### src/rtl/sbr_pkg.sv
package sbr_pkg;

  // Recovery sequencer phases, in the order they run.
  typedef enum logic [2:0] {
    SEQ_IDLE = 3'd0,
    SEQ_WAIT = 3'd1,
    SEQ_LOW  = 3'd2,
    SEQ_HIGH = 3'd3,
    SEQ_STOP = 3'd4
  } seq_state_t;

  function automatic int unsigned max_of(input int unsigned a, input int unsigned b);
    return (a > b) ? a : b;
  endfunction

endpackage

### src/rtl/sbr_window_timer.sv
// Counts the consecutive cycles in which the bus is not idle (idle = both lines high).
// It fires for one cycle when a full window has passed, then starts a new window.
module sbr_window_timer #(
  parameter int unsigned TIMEOUT_CYC = 9_000_000
) (
  input  logic clk,
  input  logic rst_n,
  input  logic run,
  input  logic bus_high,
  output logic expire
);
  localparam int unsigned CW = $clog2(TIMEOUT_CYC + 1);
  localparam logic [CW-1:0] LAST = CW'(TIMEOUT_CYC - 1);

  logic [CW-1:0] busy_cnt;

  assign expire = run && !bus_high && (busy_cnt == LAST);

  always_ff @(posedge clk or negedge rst_n) begin
    if (!rst_n) begin
      busy_cnt <= '0;
    end else if (!run || bus_high || expire) begin
      busy_cnt <= '0;
    end else begin
      busy_cnt <= busy_cnt + 1'b1;
    end
  end

endmodule

### src/rtl/sbr_fault_ctrl.sv
// Holds the fault flag and the disconnect request.
// Starts the recovery sequencer when the window expires and the strap allows it.
module sbr_fault_ctrl (
  input  logic clk,
  input  logic rst_n,
  input  logic en,
  input  logic expire,
  input  logic strap,
  input  logic bus_high,
  output logic fault,
  output logic disconnect,
  output logic start
);
  assign start = expire && strap;

  always_ff @(posedge clk or negedge rst_n) begin
    if (!rst_n) begin
      fault      <= 1'b0;
      disconnect <= 1'b0;
    end else if (!en || bus_high) begin
      fault      <= 1'b0;
      disconnect <= 1'b0;
    end else begin
      if (expire) fault      <= 1'b1;
      if (start)  disconnect <= 1'b1;
    end
  end

endmodule

### src/rtl/sbr_recovery_seq.sv
// Recovery steps, in order: guard wait, clock pulse burst, then the stop event on the data line.
// It aborts as soon as the bus reads idle.
module sbr_recovery_seq
  import sbr_pkg::*;
#(
  parameter int unsigned WAIT_CYC = 8_000,
  parameter int unsigned HALF_CYC = 18_182,
  parameter int unsigned NPULSE   = 16
) (
  input  logic clk,
  input  logic rst_n,
  input  logic en,
  input  logic start,
  input  logic bus_high,
  output logic busy,
  output logic scl_pull,
  output logic sda_pull
);
  localparam int unsigned MAXT = max_of(WAIT_CYC, HALF_CYC);
  localparam int unsigned TW   = $clog2(MAXT + 1);
  localparam int unsigned PW   = $clog2(NPULSE + 1);
  localparam logic [TW-1:0] WAIT_LAST  = TW'(WAIT_CYC - 1);
  localparam logic [TW-1:0] HALF_LAST  = TW'(HALF_CYC - 1);
  localparam logic [PW-1:0] PULSE_LAST = PW'(NPULSE - 1);

  seq_state_t    state_q, state_d;
  logic [TW-1:0] tcnt_q, tcnt_d;
  logic [PW-1:0] pcnt_q, pcnt_d;

  always_comb begin
    state_d = state_q;
    tcnt_d  = tcnt_q;
    pcnt_d  = pcnt_q;
    if (!en) begin
      state_d = SEQ_IDLE;
      tcnt_d  = '0;
      pcnt_d  = '0;
    end else if (state_q == SEQ_IDLE) begin
      if (start) begin
        state_d = SEQ_WAIT;
        tcnt_d  = '0;
        pcnt_d  = '0;
      end
    end else if (bus_high) begin
      state_d = SEQ_IDLE;
      tcnt_d  = '0;
      pcnt_d  = '0;
    end else begin
      tcnt_d = tcnt_q + 1'b1;
      unique case (state_q)
        SEQ_WAIT: begin
          if (tcnt_q == WAIT_LAST) begin
            state_d = SEQ_LOW;
            tcnt_d  = '0;
          end
        end
        SEQ_LOW: begin
          if (tcnt_q == HALF_LAST) begin
            state_d = SEQ_HIGH;
            tcnt_d  = '0;
          end
        end
        SEQ_HIGH: begin
          if (tcnt_q == HALF_LAST) begin
            tcnt_d = '0;
            if (pcnt_q == PULSE_LAST) begin
              state_d = SEQ_STOP;
            end else begin
              state_d = SEQ_LOW;
              pcnt_d  = pcnt_q + 1'b1;
            end
          end
        end
        SEQ_STOP: begin
          if (tcnt_q == HALF_LAST) begin
            state_d = SEQ_IDLE;
            tcnt_d  = '0;
            pcnt_d  = '0;
          end
        end
        default: begin
          state_d = SEQ_IDLE;
          tcnt_d  = '0;
        end
      endcase
    end
  end

  always_ff @(posedge clk or negedge rst_n) begin
    if (!rst_n) begin
      state_q <= SEQ_IDLE;
      tcnt_q  <= '0;
      pcnt_q  <= '0;
    end else begin
      state_q <= state_d;
      tcnt_q  <= tcnt_d;
      pcnt_q  <= pcnt_d;
    end
  end

  assign busy     = (state_q != SEQ_IDLE);
  assign scl_pull = (state_q == SEQ_LOW);
  assign sda_pull = (state_q == SEQ_STOP);

endmodule

### src/rtl/stuck_bus_recovery.sv
module stuck_bus_recovery #(
  parameter int unsigned TIMEOUT_CYC = 9_000_000,
  parameter int unsigned WAIT_CYC    = 8_000,
  parameter int unsigned HALF_CYC    = 18_182,
  parameter int unsigned NPULSE      = 16
) (
  input  logic clk,
  input  logic rst_n,
  input  logic en,
  input  logic disc_strap,
  input  logic scl_in,
  input  logic sda_in,
  output logic fault,
  output logic disconnect,
  output logic scl_pull,
  output logic sda_pull
);
  logic bus_high;
  logic seq_busy;
  logic win_expire;
  logic seq_start;

  assign bus_high = scl_in && sda_in;

  sbr_window_timer #(.TIMEOUT_CYC(TIMEOUT_CYC)) u_timer (
    .clk      (clk),
    .rst_n    (rst_n),
    .run      (en && !seq_busy),
    .bus_high (bus_high),
    .expire   (win_expire)
  );

  sbr_fault_ctrl u_ctrl (
    .clk        (clk),
    .rst_n      (rst_n),
    .en         (en),
    .expire     (win_expire),
    .strap      (disc_strap),
    .bus_high   (bus_high),
    .fault      (fault),
    .disconnect (disconnect),
    .start      (seq_start)
  );

  sbr_recovery_seq #(
    .WAIT_CYC (WAIT_CYC),
    .HALF_CYC (HALF_CYC),
    .NPULSE   (NPULSE)
  ) u_seq (
    .clk      (clk),
    .rst_n    (rst_n),
    .en       (en),
    .start    (seq_start),
    .bus_high (bus_high),
    .busy     (seq_busy),
    .scl_pull (scl_pull),
    .sda_pull (sda_pull)
  );

endmodule

### config.mk
export PLATFORM = sky130hd
export DESIGN_NAME = stuck_bus_recovery
export DESIGN_NICKNAME = d
export VERILOG_FILES = /design/src/rtl/sbr_pkg.sv /design/src/rtl/sbr_window_timer.sv /design/src/rtl/sbr_fault_ctrl.sv /design/src/rtl/sbr_recovery_seq.sv /design/src/rtl/stuck_bus_recovery.sv
export SDC_FILE = /design/constraint.sdc
export NUM_CORES = 1
export LEC_CHECK = 0
export ABC_AREA = 1
export BUFFER_PORTS_ARGS = -buffer_cell sky130_fd_sc_hd__buf_2
export CORE_MARGIN = 1.5
export CORE_UTILIZATION = 35
export CTS_CLUSTER_DIAMETER = 200
export DETAILED_ROUTE_END_ITERATION = 8
export PLACE_DENSITY = 0.56
export SLEW_MARGIN = 30
export SYNTH_ARGS = -nofsm -noshare
export SYNTH_HDL_FRONTEND = slang
export SYNTH_HIERARCHICAL = 1
export SYNTH_SLANG_ARGS = --single-unit
### constraint.sdc
create_clock -name clk -period 3.1 [get_ports clk]
set_input_delay 0.155 -clock clk [delete_from_list [all_inputs] [get_ports clk]]
set_output_delay 0.155 -clock clk [all_outputs]
set_load 0.05 [all_outputs]
==> reports/results.ini, run 1 <==
[power_and_ir_drop]
p_leak_nw=1.61
power_density_nw_per_um2=423
power.total_mw=1.48
ir_worst_vdd_mv=0.230

[yosys]
synthFlopType=dfrtp_1
ys_seq_area_frac=0.375
synth_area_per_cell_sq_um=6.76
syn_inst=483
synth-seq-cells=49
ys_warn_count=6
postSynth.asyncResetShare=1.00
synth_area_sq_um=3270
synth.distinct_cells=32
synth_edf_count=0
syn-num-nets=494

[timing]
finalSetupViolCount=0
grt_setup_unrepaired=false
tightest_slew_ns=0.474
max_slew_margin=0.684
hold_viol=0
fin_skew_ns=0.0145
finalCritPeriodShare=0.811
fmax_mhz=398
slew_violations=0
finalSetupTns_ns=0
fin_crit_ns=2.52

[critical_path]
worstSetupPathType=reg2reg
crit_top_cell=inv_1
crit_path_end_kind=register
crit_path_start_kind=register
path_max_fanout=16
max_stage_delay_ns=0.42
cp.arrival_ns=2.74
critical-path-slowest-cell=dfrtp_1
critPathLaunch=u_timer/busy_cnt[0]
r2r-start=u_timer/busy_cnt[0]
cp_top_family=simple AND/OR/NAND/NOR gates
cp_cell_sequence=ha_1, inv_1, nor2_4, nand2_4, nor2_2, nand3_2, nor3_1, nand2_1, inv_1, nand3b_4, buf_4, nand2_2, o21ai_0, inv_1, a21oi_1
r2r_setup_slack_ns=0.58
worst-path-buf-inv=4
required_ns=3.33

[die]
io_pins=10
start_util=0.357
die_area_sq_um=9920
chipWidth_um=99.6
core-area_sq_um=9150
die_h_um=99.6
std_cell_rows=35

[run]
drv_cap=0

[clock_network]
cts_buffers=5
postCtsSetupBuffers=0
clk_latency_ns=0.31
clk_path_buf_depth=2
htree_num_levels=2
cts_sinks=49
cts.reportedPaths.clkPinSlew_ns=0.10
cts_root_buf=clkbuf_8
cts_tree=done

[detailed_routing]
postRouteAntennaNets=0
drtIter0Drc=103
finalWirelength_mm=7.38
drt-pass1-iter-count=4
vias=2917
drt-wirelength-per-cell_um=12.2
drc_errors=0
vias_per_cell=4.81

[placement]
portBuffers=9
place_hpwl_mm=5.59
place.gp.congestion=0.939
dp.cells=598

[grt]
antenna_found_initial=0
grtUsageTotal=0.163
grt_pass1_wl_mm=12.9
grt_overflow=0
grt_pass1_vias=2849
grt_max_degree=31

[final_layout]
n_antenna_cell=0
instances_no_fill=607
area_growth_pct=7.24
final_nets=506
drive_gt1_frac=0.0968

[hold_path]
hp-start=disc_strap
hold_class=in2reg

[status]
status=complete, no violations

logic make-up after synthesis:
kind of cell,after synthesis,share of synthesized area
AND/OR/NAND/NOR,309,0.407
buffers and inverters,68,0.0892
flip-flops,49,0.375
AO/OA/AOI/OAI,34,0.0613
XOR/XNOR,18,0.0483
adder cells (fa/ha/maj),5,0.0191
what timing repair did:
item                                    CTS  global route
hold buffers                              1             0
endpoints found under the hold margin    19             0
gates resized for setup                   0             0
endpoints found under the setup margin    0             0
tightest hold or removal path: stages:
cell     delay (ns)
buf_2          0.10
nand2_1        0.09
a21oi_2        0.06
cells in the final DEF, fill, tap and decap left out, drive strengths merged:
master       netlist  layout
a21boi             3       3
a21oi             18      18
a31oi              3       3
and3               1       1
buf                6      11
clkbuf             1       5
clkinv             0       1
clkinvlp           0       1
dfrtp             49      49
dlygate4sd3        0       1
ha                 5       5
inv               61      62
nand2            146     146
nand3             35      35
nand3b             2       2
nand4              8       8
nor2             113     113
nor3               4       4
o21ai              8       8
o21bai             1       1
o22ai              1       1
xnor2              9       9
xor2               9       9
report_power, final:
| group | internal, mW | switching, mW | total, mW | leakage (nW) |
|---|---|---|---|---|
| Combinational | 0.106 | 0.280 | 0.386 | 0.881 |
| Sequential | 0.667 | 0.0366 | 0.703 | 0.681 |
| Clock | 0.161 | 0.233 | 0.394 | 0.0445 |
| Total | 0.933 | 0.549 | 1.48 | 1.61 |
registers in the layout (all words and copies together), names as in the netlist:
signal	count
u_seq/state_q	3
u_ctrl/disconnect	1
u_ctrl/fault	1
u_seq/pcnt_q	5
u_seq/tcnt_q	15
u_timer/busy_cnt	24
stage by stage:
stage	utilization	instance area [sq um]	hold WS (ns)	worst slack [ns]
2_1_floorplan	-	3270	-0.141	0.918
3_3_place_gp	0.372	3400	0.135	0.681
3_5_place_dp	0.372	3400	0.147	0.583
4_1_cts	0.383	3500	0.109	0.557
5_1_grt	0.383	3500	0.116	0.263
6_report	0.383	3500	0.125	0.585
final cells by class:
| class | count | area [sq um] |
|---|---|---|
| fill | 979 | 5650 |
| multi-input combinational | 366 | 1750 |
| sequential | 49 | 1230 |
| inverter | 61 | 229 |
| tap | 111 | 139 |
| timing repair buffer | 12 | 70.1 |
| clock buffer | 5 | 68.8 |
| clock inverter | 3 | 21.3 |
cells in the mapped netlist, types with 2 or more instances:
library cell / count / area, sq um
a21boi_1: 2 / 15.0
a21oi_1: 16 / 80.1
a31oi_1: 3 / 18.8
buf_2: 3 / 15.0
buf_6: 3 / 33.8
dfrtp_1: 49 / 1230
ha_1: 5 / 62.6
inv_1: 55 / 206
inv_2: 6 / 22.5
nand2_1: 138 / 518
nand2_2: 6 / 37.5
nand2_4: 2 / 22.5
nand3_1: 33 / 165
nand3_2: 2 / 20.0
nand4_1: 8 / 50.1
nor2_1: 104 / 390
nor2_2: 7 / 43.8
nor2_4: 2 / 22.5
nor3_1: 3 / 15.0
o21ai_0: 8 / 40.0
xnor2_1: 9 / 78.8
xor2_1: 9 / 78.8
per-layer routing:
metal	vias up	track usage	wire (um)
met5	-	0	0
met4	0	0.0444	87
met3	6	0.0246	178
met2	27	0.285	3550
met1	1360	0.211	3560
li1	1524	-	-
path summary, 6_finish.rpt:
path / endpoint / cells past startpoint
max in group asynchronous: u_seq/tcnt_q[0] / 3
worst max register to register: u_seq/tcnt_q[13] / 15
worst min-delay path: u_ctrl/disconnect / 3
min in group asynchronous: u_timer/busy_cnt[13] / 2
worst min register to register: u_seq/pcnt_q[4] / 2
worst max-delay path: u_seq/tcnt_q[13] / 15
No activity file was read; power rests on OpenSTA's default activity.
==> run 2, diff against run 1 <==
ABC_AREA = 0   (was 1)
PLACE_DENSITY = 0.58   (was 0.56)
clock period = 2.1 ns   (was 3.1 ns; I/O delays follow)
==> reports/results.ini, run 2 <==
[timing]
fmax_mhz=432  ; +8.7%
grt_setup_unrepaired=true
slew_violations=0  ; unchanged
setup_ws_ns=-0.214  ; -0.799 ns
fin_skew_ns=0.00425  ; -0.0102 ns
fin_crit_ns=2.31  ; -0.201 ns
finalCritPeriodShare=1.10  ; +0.290
max_slew_margin=0.444  ; -0.239
tightest_slew_ns=0.833  ; +0.359 ns
hold_viol=0  ; unchanged
finalSetupViolCount=19  ; +19

[clock_network]
cts_tree=done
clk_latency_ns=0.30  ; about the same
cts_sinks=49  ; unchanged
cts_root_buf=clkbuf_8
cts.reportedPaths.clkPinSlew_ns=0.09  ; about the same
clk_path_buf_depth=2  ; unchanged
cts_buffers=5  ; unchanged
htree_num_levels=2  ; unchanged

[critical_path]
crit_top_cell=nor4_4
worstSetupPathType=reg2reg
critical-path-slowest-cell=or4b_4
path_max_fanout=5  ; -11
required_ns=2.29  ; -1.04 ns
cp_cell_sequence=or4b_4, nor4_4, nand3_1, nor2_2, and2_4, buf_6, nor4_4, or3_4, o2bb2ai_2
crit_path_start_kind=register
max_stage_delay_ns=0.55  ; +0.13 ns
r2r_setup_slack_ns=-0.21  ; -0.80 ns
cp.arrival_ns=2.51  ; -0.23 ns
crit_path_end_kind=register

[final_layout]
regMostFlops=u_timer/busy_cnt
n_antenna_cell=0  ; unchanged
regArea_sq_um=1230  ; unchanged
multi_input_area_sq_um=1690  ; -3.4%
area_growth_pct=35.0
fill_cells=744  ; -24%
reg_top3=u_timer/busy_cnt (24), u_seq/tcnt_q (15), u_seq/pcnt_q (5)
layout_commonest_cell=buf_4
final_core_util=0.492  ; +0.109
final_cell_mix=buf_4, dfrtp_1, nor2_1, nand2_1, nand3_1
final_nets=393  ; -22%
drive_gt1_frac=0.379  ; +0.282
largest_register_ffs=24  ; unchanged

[run]
drv_cap=0  ; unchanged

[die]
core-area_sq_um=7810  ; -15%
chipWidth_um=93.2  ; -6.5%
start_util=0.365  ; +0.00765
io_pins=10  ; unchanged
die_h_um=93.2  ; -6.5%
std_cell_rows=32  ; -8.6%
die_area_sq_um=8680  ; -12%

[grt]
grtUsageTotal=0.170  ; +0.00684
grt_pass1_wl_mm=11.9  ; -8.3%
antenna_found_initial=0  ; unchanged
grt.met3_usage=0.0195  ; -0.00508
met1_usage=0.233  ; +0.0226
grt_max_degree=36  ; +16%
grt_pass1_vias=2539  ; -11%
use_met2=0.286  ; +0.00138
grt_overflow=0  ; unchanged
busiest_layer=met2

[power_and_ir_drop]
p_sw_mw=0.839  ; +53%
power_density_nw_per_um2=646  ; +53%
ir_worst_vdd_mv=0.302  ; +31%
swShare=0.338  ; -0.0326
p_leak_nw=1.69  ; +5.3%
power.total_mw=2.48  ; +67%
power_frac_seq=0.408  ; -0.066
p_comb_frac=0.371  ; +0.111
power_frac_clock=0.221  ; -0.044
p_int_mw=1.64  ; +76%

[yosys]
syn-num-nets=309  ; -37%
synth_area_per_cell_sq_um=9.55  ; +41%
yosys-top-cells-area=dfrtp_1, nor2_1, a21oi_1, nand3_1, o31ai_1
synthFlopType=dfrtp_1
synth.distinct_cells=59  ; +84%
synth_top_area_cell=dfrtp_1
synth_edf_count=0  ; unchanged
yosys.area.top_type_share=0.431  ; +0.0554
synth_area_sq_um=2850  ; -13%
ys_seq_area_frac=0.431  ; +0.0554
synth_common_cells=dfrtp_1, nor2_1, a21oi_1
ys_warn_count=6  ; unchanged
synth-seq-cells=49  ; unchanged
postSynth.asyncResetShare=1.00  ; unchanged
synth_most_common_cell=dfrtp_1
syn_inst=298  ; -38%

[detailed_routing]
drt-wirelength-per-cell_um=14.6  ; +20%
finalWirelength_mm=7.08  ; -4.1%
drtIter0Drc=141  ; +37%
drc_errors=0  ; unchanged
drt-pass1-iter-count=4  ; unchanged
postRouteAntennaNets=0  ; unchanged
vias_per_cell=5.36  ; +12%
vias=2601  ; -11%

[placement]
place.gp.congestion=0.815  ; -13%
place_hpwl_mm=4.74  ; -15%
portBuffers=9  ; unchanged

[status]
failed_checks=negative setup slack
status=complete, but fails checks

[hold_path]
hold_class=in2reg

## run 2: cell types whose count changed after synthesis, sizes merged, moves of 11 or more
cell | previous run | this run
nor2 | 113 | 30
or4 | 0 | 11
o31ai | 0 | 11
nand3 | 35 | 19
nand2 | 146 | 20
inv | 61 | 10
## run 2: power groups by stage
stage	logic, mW	clock network, mW	registers (mW)
after floorplan	0.483	0	1.03
after global placement	0.689	0	1.03
after detailed placement	0.693	0	1.03
after CTS	0.833	0.576	1.01
after global routing	1.00	0.613	1.02
final	0.920	0.549	1.01
## run 2: kinds of logic (layout without fill, tap and decap cells)
group,count (synthesis),count (layout),synth area share
AOI/OAI and AO/OA,68,68,0.163
xor gates and xnor gates,12,12,0.0369
adders and majority gates,5,5,0.0220
buffers and inverters,22,107,0.0426
DFF,49,49,0.431
muxes,1,1,0.00396
and+or+nand+nor,141,141,0.301
## run 2: cell type report
cell class	count	share of cell area
inverters	10	0.00977
flip-flops and latches	49	0.319
repair buffers	89	0.176
clock inverters	1	0.00195
clock buffers	7	0.0199
well taps	102	0.0332
multi-input cells	227	0.440
## run 2: timing repair
item,in CTS,in global routing
buffers inserted,14,9
pin swaps,15,14
cloned,0,0
resized for setup,24,19
hold buffers,1,0
hold endpoints to repair,33,0
endpoints found under the setup margin,22,27
## run 2: layer usage
layer  up-vias  share of wire
li1       1270              -
met1      1291           0.49
met3         5          0.018
met4         0         0.0056
met2        35           0.49
met5         -              0
## run 2: through the flow
stage	setup TNS [ns]	worst slack (ns)	hold WS [ns]	std cells	area, sq um
floorplan	-0.686	-0.280	-0.191	298	2890
global placement	-2.07	-0.206	0.257	460	3440
detailed placement	-3.16	-0.302	0.259	460	3440
CTS	-4.20	-0.281	0.0802	483	3730
global route	-5.43	-0.352	0.112	485	3840
finish	-2.31	-0.214	0.108	485	3840
## run 2: path summary, 6_finish.rpt
| check | from | endpoint | cells after the start |
|---|---|---|---|
| setup / recovery | u_timer/busy_cnt[17] | u_seq/pcnt_q[4] | 9 |
| setup reg to reg | u_timer/busy_cnt[17] | u_seq/pcnt_q[4] | 9 |
| hold / removal | disc_strap | u_ctrl/disconnect | 3 |
| max in group asynchronous | rst_n | u_timer/busy_cnt[11] | 3 |
| min in group asynchronous | rst_n | u_timer/busy_cnt[5] | 2 |
| hold reg to reg | u_ctrl/fault | u_ctrl/fault | 2 |
## run 2: worst max-delay path, delay by kind of cell (launching register included)
kind	cells	cell delay, ns
buffers and inverters	1	0.10
AOI/OAI and AO/OA	1	0.13
DFF	1	0.39
and+or+nand+nor	7	1.59
